**config.mk**
```make
export PLATFORM = sky130hd
export DESIGN_NAME = pla_parity_core
export DESIGN_NICKNAME = d
export VERILOG_FILES = /design/src/rtl/pla_parity_pkg.sv /design/src/rtl/pla_bitline_drive.sv /design/src/rtl/pla_and_plane.sv /design/src/rtl/pla_or_plane.sv /design/src/rtl/pla_parity_core.sv
export SDC_FILE = /design/constraint.sdc
export NUM_CORES = 1
export LEC_CHECK = 0
export BUFFER_PORTS_ARGS = -buffer_cell sky130_fd_sc_hd__buf_2
export CAP_MARGIN = 30
export CORE_AREA = 2 2 39 41
export CTS_BUF_LIST = sky130_fd_sc_hd__clkbuf_4
export CTS_CLUSTER_SIZE = 20
export DETAILED_ROUTE_END_ITERATION = 8
export DIE_AREA = 0 0 41 43
export SYNTH_ARGS = -nofsm -noshare
export SYNTH_HDL_FRONTEND = slang
export SYNTH_SLANG_ARGS = --single-unit
```
**constraint.sdc**
```tcl
create_clock -name clk -period 0.8 [get_ports clk]
set_input_delay 0.12 -clock clk [delete_from_list [all_inputs] [get_ports clk]]
set_output_delay 0.12 -clock clk [all_outputs]
set_load 0.1 [all_outputs]
```
**src/rtl/pla_parity_pkg.sv**
```systemverilog
package pla_parity_pkg;

    typedef enum logic [1:0] {
        FLT_NONE     = 2'd0,
        FLT_AND_TRUE = 2'd1,
        FLT_AND_COMP = 2'd2,
        FLT_OR       = 2'd3
    } fault_plane_e;

    // Parity columns needed so the total column count is even.
    function automatic int parity_cols(input int n_prod);
        return (n_prod % 2 == 1) ? 1 : 2;
    endfunction

endpackage

```
**src/rtl/pla_bitline_drive.sv**
```systemverilog
module pla_bitline_drive #(
    parameter int N_IN = 4
) (
    input  logic [N_IN-1:0] pla_in,
    input  logic            kill_true,
    input  logic            kill_comp,
    output logic [N_IN-1:0] bl_true,
    output logic [N_IN-1:0] bl_comp
);
    always_comb begin
        bl_true = kill_true ? '0 : pla_in;
        bl_comp = kill_comp ? '0 : ~pla_in;
    end
endmodule

```
**src/rtl/pla_and_plane.sv**
```systemverilog
module pla_and_plane #(
    parameter int               N_IN  = 4,
    parameter int               M     = 6,
    parameter logic [M*N_IN-1:0] T_MAP = '0,
    parameter logic [M*N_IN-1:0] C_MAP = '0
) (
    input  logic [N_IN-1:0] bl_true,
    input  logic [N_IN-1:0] bl_comp,
    input  logic [M-1:0]    term_off,
    output logic [M-1:0]    prod
);
    for (genvar j = 0; j < M; j++) begin : g_col
        localparam logic [N_IN-1:0] TJ = T_MAP[j*N_IN +: N_IN];
        localparam logic [N_IN-1:0] CJ = C_MAP[j*N_IN +: N_IN];
        logic pulled;
        always_comb begin
            pulled  = |((TJ & bl_true) | (CJ & bl_comp));
            prod[j] = ~term_off[j] & ~pulled;
        end
    end
endmodule

```
**src/rtl/pla_or_plane.sv**
```systemverilog
module pla_or_plane #(
    parameter int              M     = 6,
    parameter int              P1    = 4,
    parameter logic [P1*M-1:0] O_MAP = '0
) (
    input  logic [M-1:0]  prod,
    output logic [P1-1:0] sums
);
    for (genvar k = 0; k < P1; k++) begin : g_row
        localparam logic [M-1:0] OK = O_MAP[k*M +: M];
        always_comb sums[k] = |(OK & prod);
    end
endmodule

```
**src/rtl/pla_parity_core.sv**
```systemverilog
module pla_parity_core #(
    parameter int N_IN   = 4,
    parameter int N_PROD = 5,
    parameter int N_OUT  = 3,
    parameter logic [N_PROD*N_IN-1:0]  AND_TRUE_MAP = 20'h90241,
    parameter logic [N_PROD*N_IN-1:0]  AND_COMP_MAP = 20'h06810,
    parameter logic [N_OUT*N_PROD-1:0] OR_MAP       = 15'h4A93,
    parameter pla_parity_pkg::fault_plane_e FAULT_PLANE = pla_parity_pkg::FLT_NONE,
    parameter int FAULT_ROW = 0,
    parameter int FAULT_COL = 0,
    localparam int M  = N_PROD + pla_parity_pkg::parity_cols(N_PROD),
    localparam int P1 = N_OUT + 1
) (
    input  logic          clk,
    input  logic          rst_n,
    input  logic [N_IN-1:0] pla_in,
    input  logic [M-1:0]    term_off,
    input  logic            kill_true,
    input  logic            kill_comp,
    output logic [P1-1:0]   pla_out
);
    import pla_parity_pkg::*;

    localparam int AW = M * N_IN;
    localparam int OW = P1 * M;

    // AND plane: copy user columns, then add parity columns so each bit
    // line ends with an odd connection count (the second extra stays empty).
    function automatic logic [AW-1:0] grow_and(input logic [N_PROD*N_IN-1:0] src);
        logic [AW-1:0] r;
        logic          par;
        r = '0;
        for (int i = 0; i < N_IN; i++) begin
            par = 1'b0;
            for (int j = 0; j < N_PROD; j++) begin
                r[j*N_IN+i] = src[j*N_IN+i];
                par         = par ^ src[j*N_IN+i];
            end
            r[N_PROD*N_IN+i] = ~par;
        end
        return r;
    endfunction

    // OR plane: copy user rows, then the parity row makes each column odd.
    function automatic logic [OW-1:0] grow_or(input logic [N_OUT*N_PROD-1:0] src);
        logic [OW-1:0] r;
        logic          par;
        r = '0;
        for (int j = 0; j < M; j++) begin
            par = 1'b0;
            for (int k = 0; k < N_OUT; k++) begin
                if (j < N_PROD) begin
                    r[k*M+j] = src[k*N_PROD+j];
                    par      = par ^ src[k*N_PROD+j];
                end
            end
            r[N_OUT*M+j] = ~par;
        end
        return r;
    endfunction

    localparam logic [AW-1:0] ONE_A = {{(AW-1){1'b0}}, 1'b1};
    localparam logic [OW-1:0] ONE_O = {{(OW-1){1'b0}}, 1'b1};

    localparam logic [AW-1:0] FLIP_T = (FAULT_PLANE == FLT_AND_TRUE)
                                     ? (ONE_A << (FAULT_ROW*N_IN + FAULT_COL)) : '0;
    localparam logic [AW-1:0] FLIP_C = (FAULT_PLANE == FLT_AND_COMP)
                                     ? (ONE_A << (FAULT_ROW*N_IN + FAULT_COL)) : '0;
    localparam logic [OW-1:0] FLIP_O = (FAULT_PLANE == FLT_OR)
                                     ? (ONE_O << (FAULT_ROW*M + FAULT_COL)) : '0;

    localparam logic [AW-1:0] T_FULL = grow_and(AND_TRUE_MAP) ^ FLIP_T;
    localparam logic [AW-1:0] C_FULL = grow_and(AND_COMP_MAP) ^ FLIP_C;
    localparam logic [OW-1:0] O_FULL = grow_or(OR_MAP) ^ FLIP_O;

    logic [N_IN-1:0] bl_true, bl_comp;
    logic [M-1:0]    prod;
    logic [P1-1:0]   sums;

    pla_bitline_drive #(.N_IN(N_IN)) drive_i (
        .pla_in(pla_in), .kill_true(kill_true), .kill_comp(kill_comp),
        .bl_true(bl_true), .bl_comp(bl_comp)
    );

    pla_and_plane #(.N_IN(N_IN), .M(M), .T_MAP(T_FULL), .C_MAP(C_FULL)) and_i (
        .bl_true(bl_true), .bl_comp(bl_comp), .term_off(term_off), .prod(prod)
    );

    pla_or_plane #(.M(M), .P1(P1), .O_MAP(O_FULL)) or_i (
        .prod(prod), .sums(sums)
    );

    typedef struct packed {
        logic [P1-1:0] out;
    } state_t;

    state_t st_d, st_q;

    always_comb begin
        st_d     = st_q;
        st_d.out = sums;
    end

    always_ff @(posedge clk or negedge rst_n) begin
        if (!rst_n) st_q <= '0;
        else        st_q <= st_d;
    end

    assign pla_out = st_q.out;

endmodule

```
==> summary.md <==
| Metric | Value |
|---|---|
| Top cells by area, synth | dfrtp_1 49%, a21o_1 7.4%, o211ai_2 6.2%, nand2_1 5.6%, nor2_1 5.6% |
| CP top delay family | flip-flops |
| Clock transition at path regs | 40 ps |
| Buf/Inv on CP | 1 |
| Syn Area/Cell | 9.65 um2 |
| Remaining antenna violation count | 0 |
| Synthesized cell area | 203 um2 |
| Hold path depth | 2 |
| Startpoint Class | flop |
| Critical Path Sink Type | primary output |
| Crit Path Category | flop to primary output |
| Yosys Warn Count | 0 |
| Post-route setup slack | -133 ps |
| HP Class | primary input to flop |
| Hold_ws | 93.9 ps |
| IO Count | 18 |
| CP cell instances | buf_12 |
| Largest net degree at the start of global routing | 6 |
| Synth area leader | dfrtp_1 |
| DR pass1 iterations | 2 |
| DP Cell Count | 55 |
| Routability cong. | 0.710 |
| Most frequent cells in the layout | 13 x buf_2, 4 x dfrtp_2, 4 x buf_12 |
| Post-synth net total | 35 |
| Hold path start | term_off[3] |
| CTS-repair resized insts | 0 |
| Commonest non-fill, non-tap cell in the layout | buf_2 |
| Worst EP required | 680 ps |
| Full die area | 1760 um2 |
| GR Overflow Total | 0 |
| Chip height | 43 um |
| Vias in the first global route | around 210 |
| IR Drop Worst-Case VDD | 684 uV |
| Synthesized instance count | 21 |
| Final setup viols | 4 |
| H-tree Lvls | 1 |
| Max reg flops | 4 |
| Final WL | 531 um |
| MaxCap Viol Count | 0 |
| Via count | 239 |
| Count of cell types in the netlist | 12 |
| Port Buffer Count | 17 |
| Min cycle time layout | 933 ps |
| Worst-path fanout max | 1 |
| Layout area overhead | 104% |
| Worst-case clock buffer depth | 2 |
| Antenna cell count | 0 |
| Final hold vios | 0 |
| Tcrit/Tclk final | 117% |
| Initial antenna violation count | 0 |
| All-layer global routing usage | about 7.6% |
| Layout Utilization | 29.8% |
| Slew HR | 83.7% |
| Initial Utilization | 14.6% |
| Layout Cells excl Fill | 59 |
| Die span in x | 41 um |
| LEAKAGE | 0.203 nW |
| RSZ-0062 raised after global routing | true |
| Row cnt | 14 |
| WP data arrival | 810 ps |
| Postcts setup bufs | 0 |
| Failing checks | negative setup slack |
| Seq/Total Area, Yosys | 49.4% |
| Starting DRT DRC Count | 1 |
| Drt drc | 0 |
| Final max-slew violation count | 0 |
| Top cell type's share of synthesized area | between 40% and 50% |
| Final Power | 0.000820 W |
| Nets@finish | 59 |
| Fill cells | about 140 |
| Crit-path slowest cell | dfrtp_2 |
| First-pass GRT wire length | 821 um |
| Core Region | ~1400 um2 |
| PwrDens | approximately 2000 nW/um2 |
| Wire length per cell | ~9 um |
| DP Wirelength | 457 um |
| Critical path's largest stage delay | 400 ps |
| Highest Clock Rate | between 1 and 1.5 GHz |
| Worst Max-Slew Pin Slew | approximately 240 ps |
| Hold endpoint | pla_out[3] |
| CTS Root Cell | clkbuf_4 |
| Ratio of cells with drive above 1 in the final layout | 65.1% |
| CTS tree | built |
| FF+latch count, synth | 4 |
| Outcome | finished with violations |
| Via density | 4.05 |
| CTS buffer count | 3 |
| Clk sinks | 4 |
-- cells by family (layout without fill, tap and decap cells) --
logic type             count (synthesis)  after routing  synth area share (%)
flip-flops                             4              4                  49.4
AO/OA/AOI/OAI                         10             10                  37.7
buffers and inverters                  1             23                  1.85
AND/OR/NAND/NOR                        6              6                  11.1
-- stage by stage --
| step | TNS [ps] | area [um2] | worst slack [ps] |
|---|---|---|---|
| after floorplan | 0 | 208 | 34.3 |
| after global placement | 0 | 380 | 38.8 |
| after detailed placement | 0 | 380 | 23.5 |
| after CTS | -541 | 413 | -141 |
| after global routing | -569 | 413 | -156 |
| final | -511 | 413 | -133 |
-- where the power goes --
| part | leakage [nW] | switching [W] | internal (W) |
|---|---|---|---|
| combinational | 0.148 | 0.000194 | 0.000125 |
| sequential | 0.0411 | 0.0000146 | 0.000226 |
| clock | 0.0138 | 0.0000920 | 0.000168 |
-- metal layers --
layer	share of wire (%)	track usage (%)	up-vias	wire (um)
li1	-	-	121	-
met1	43	8.77	100	227
met2	41	9.38	16	219
met3	12	4.71	2	64
met4	3.6	6.00	0	19
met5	0	0	-	0
-- Yosys cell counts --
| cell | count |
|---|---|
| dfrtp_1 | 4 |
| nand2_1 | 3 |
| o211ai_2 | 1 |
| a21oi_1 | 2 |
| o21bai_1 | 1 |
| a211o_1 | 1 |
| o21ai_0 | 1 |
| o21ai_2 | 1 |
| o32ai_1 | 1 |
| a21o_1 | 2 |
| nor2_1 | 3 |
| inv_2 | 1 |
-- final cells by class --
class,instances,area [um2],share of cell area [%]
Sequential cell,4,105,25.5
Timing Repair Buffer,19,163,39.4
Clock buffer,3,22.5,5.45
Tap cell,16,20.0,4.85
Multi-Input combinational cell,16,98.8,23.9
Inverter,1,3.75,0.909
-- repair_timing --
action                                  in CTS  in global routing
endpoints found under the hold margin        4                  0
pin swaps                                    0                  0
hold buffers                                 1                  0
endpoints found under the setup margin       4                  4
-- how the worst max path moves through the flow --
stage                     cells after the start        from         end  slack, ps
after floorplan                               0  pla_out[0]  pla_out[0]         30
after global placement                        4   pla_in[0]  pla_out[3]         40
after detailed placement                      4   pla_in[3]  pla_out[1]         20
after CTS                                     1  pla_out[1]  pla_out[1]       -140
after global routing                          1  pla_out[1]  pla_out[1]       -160
final                                         1  pla_out[1]  pla_out[1]       -130
Note: power is estimated with default switching activity, not from simulation.
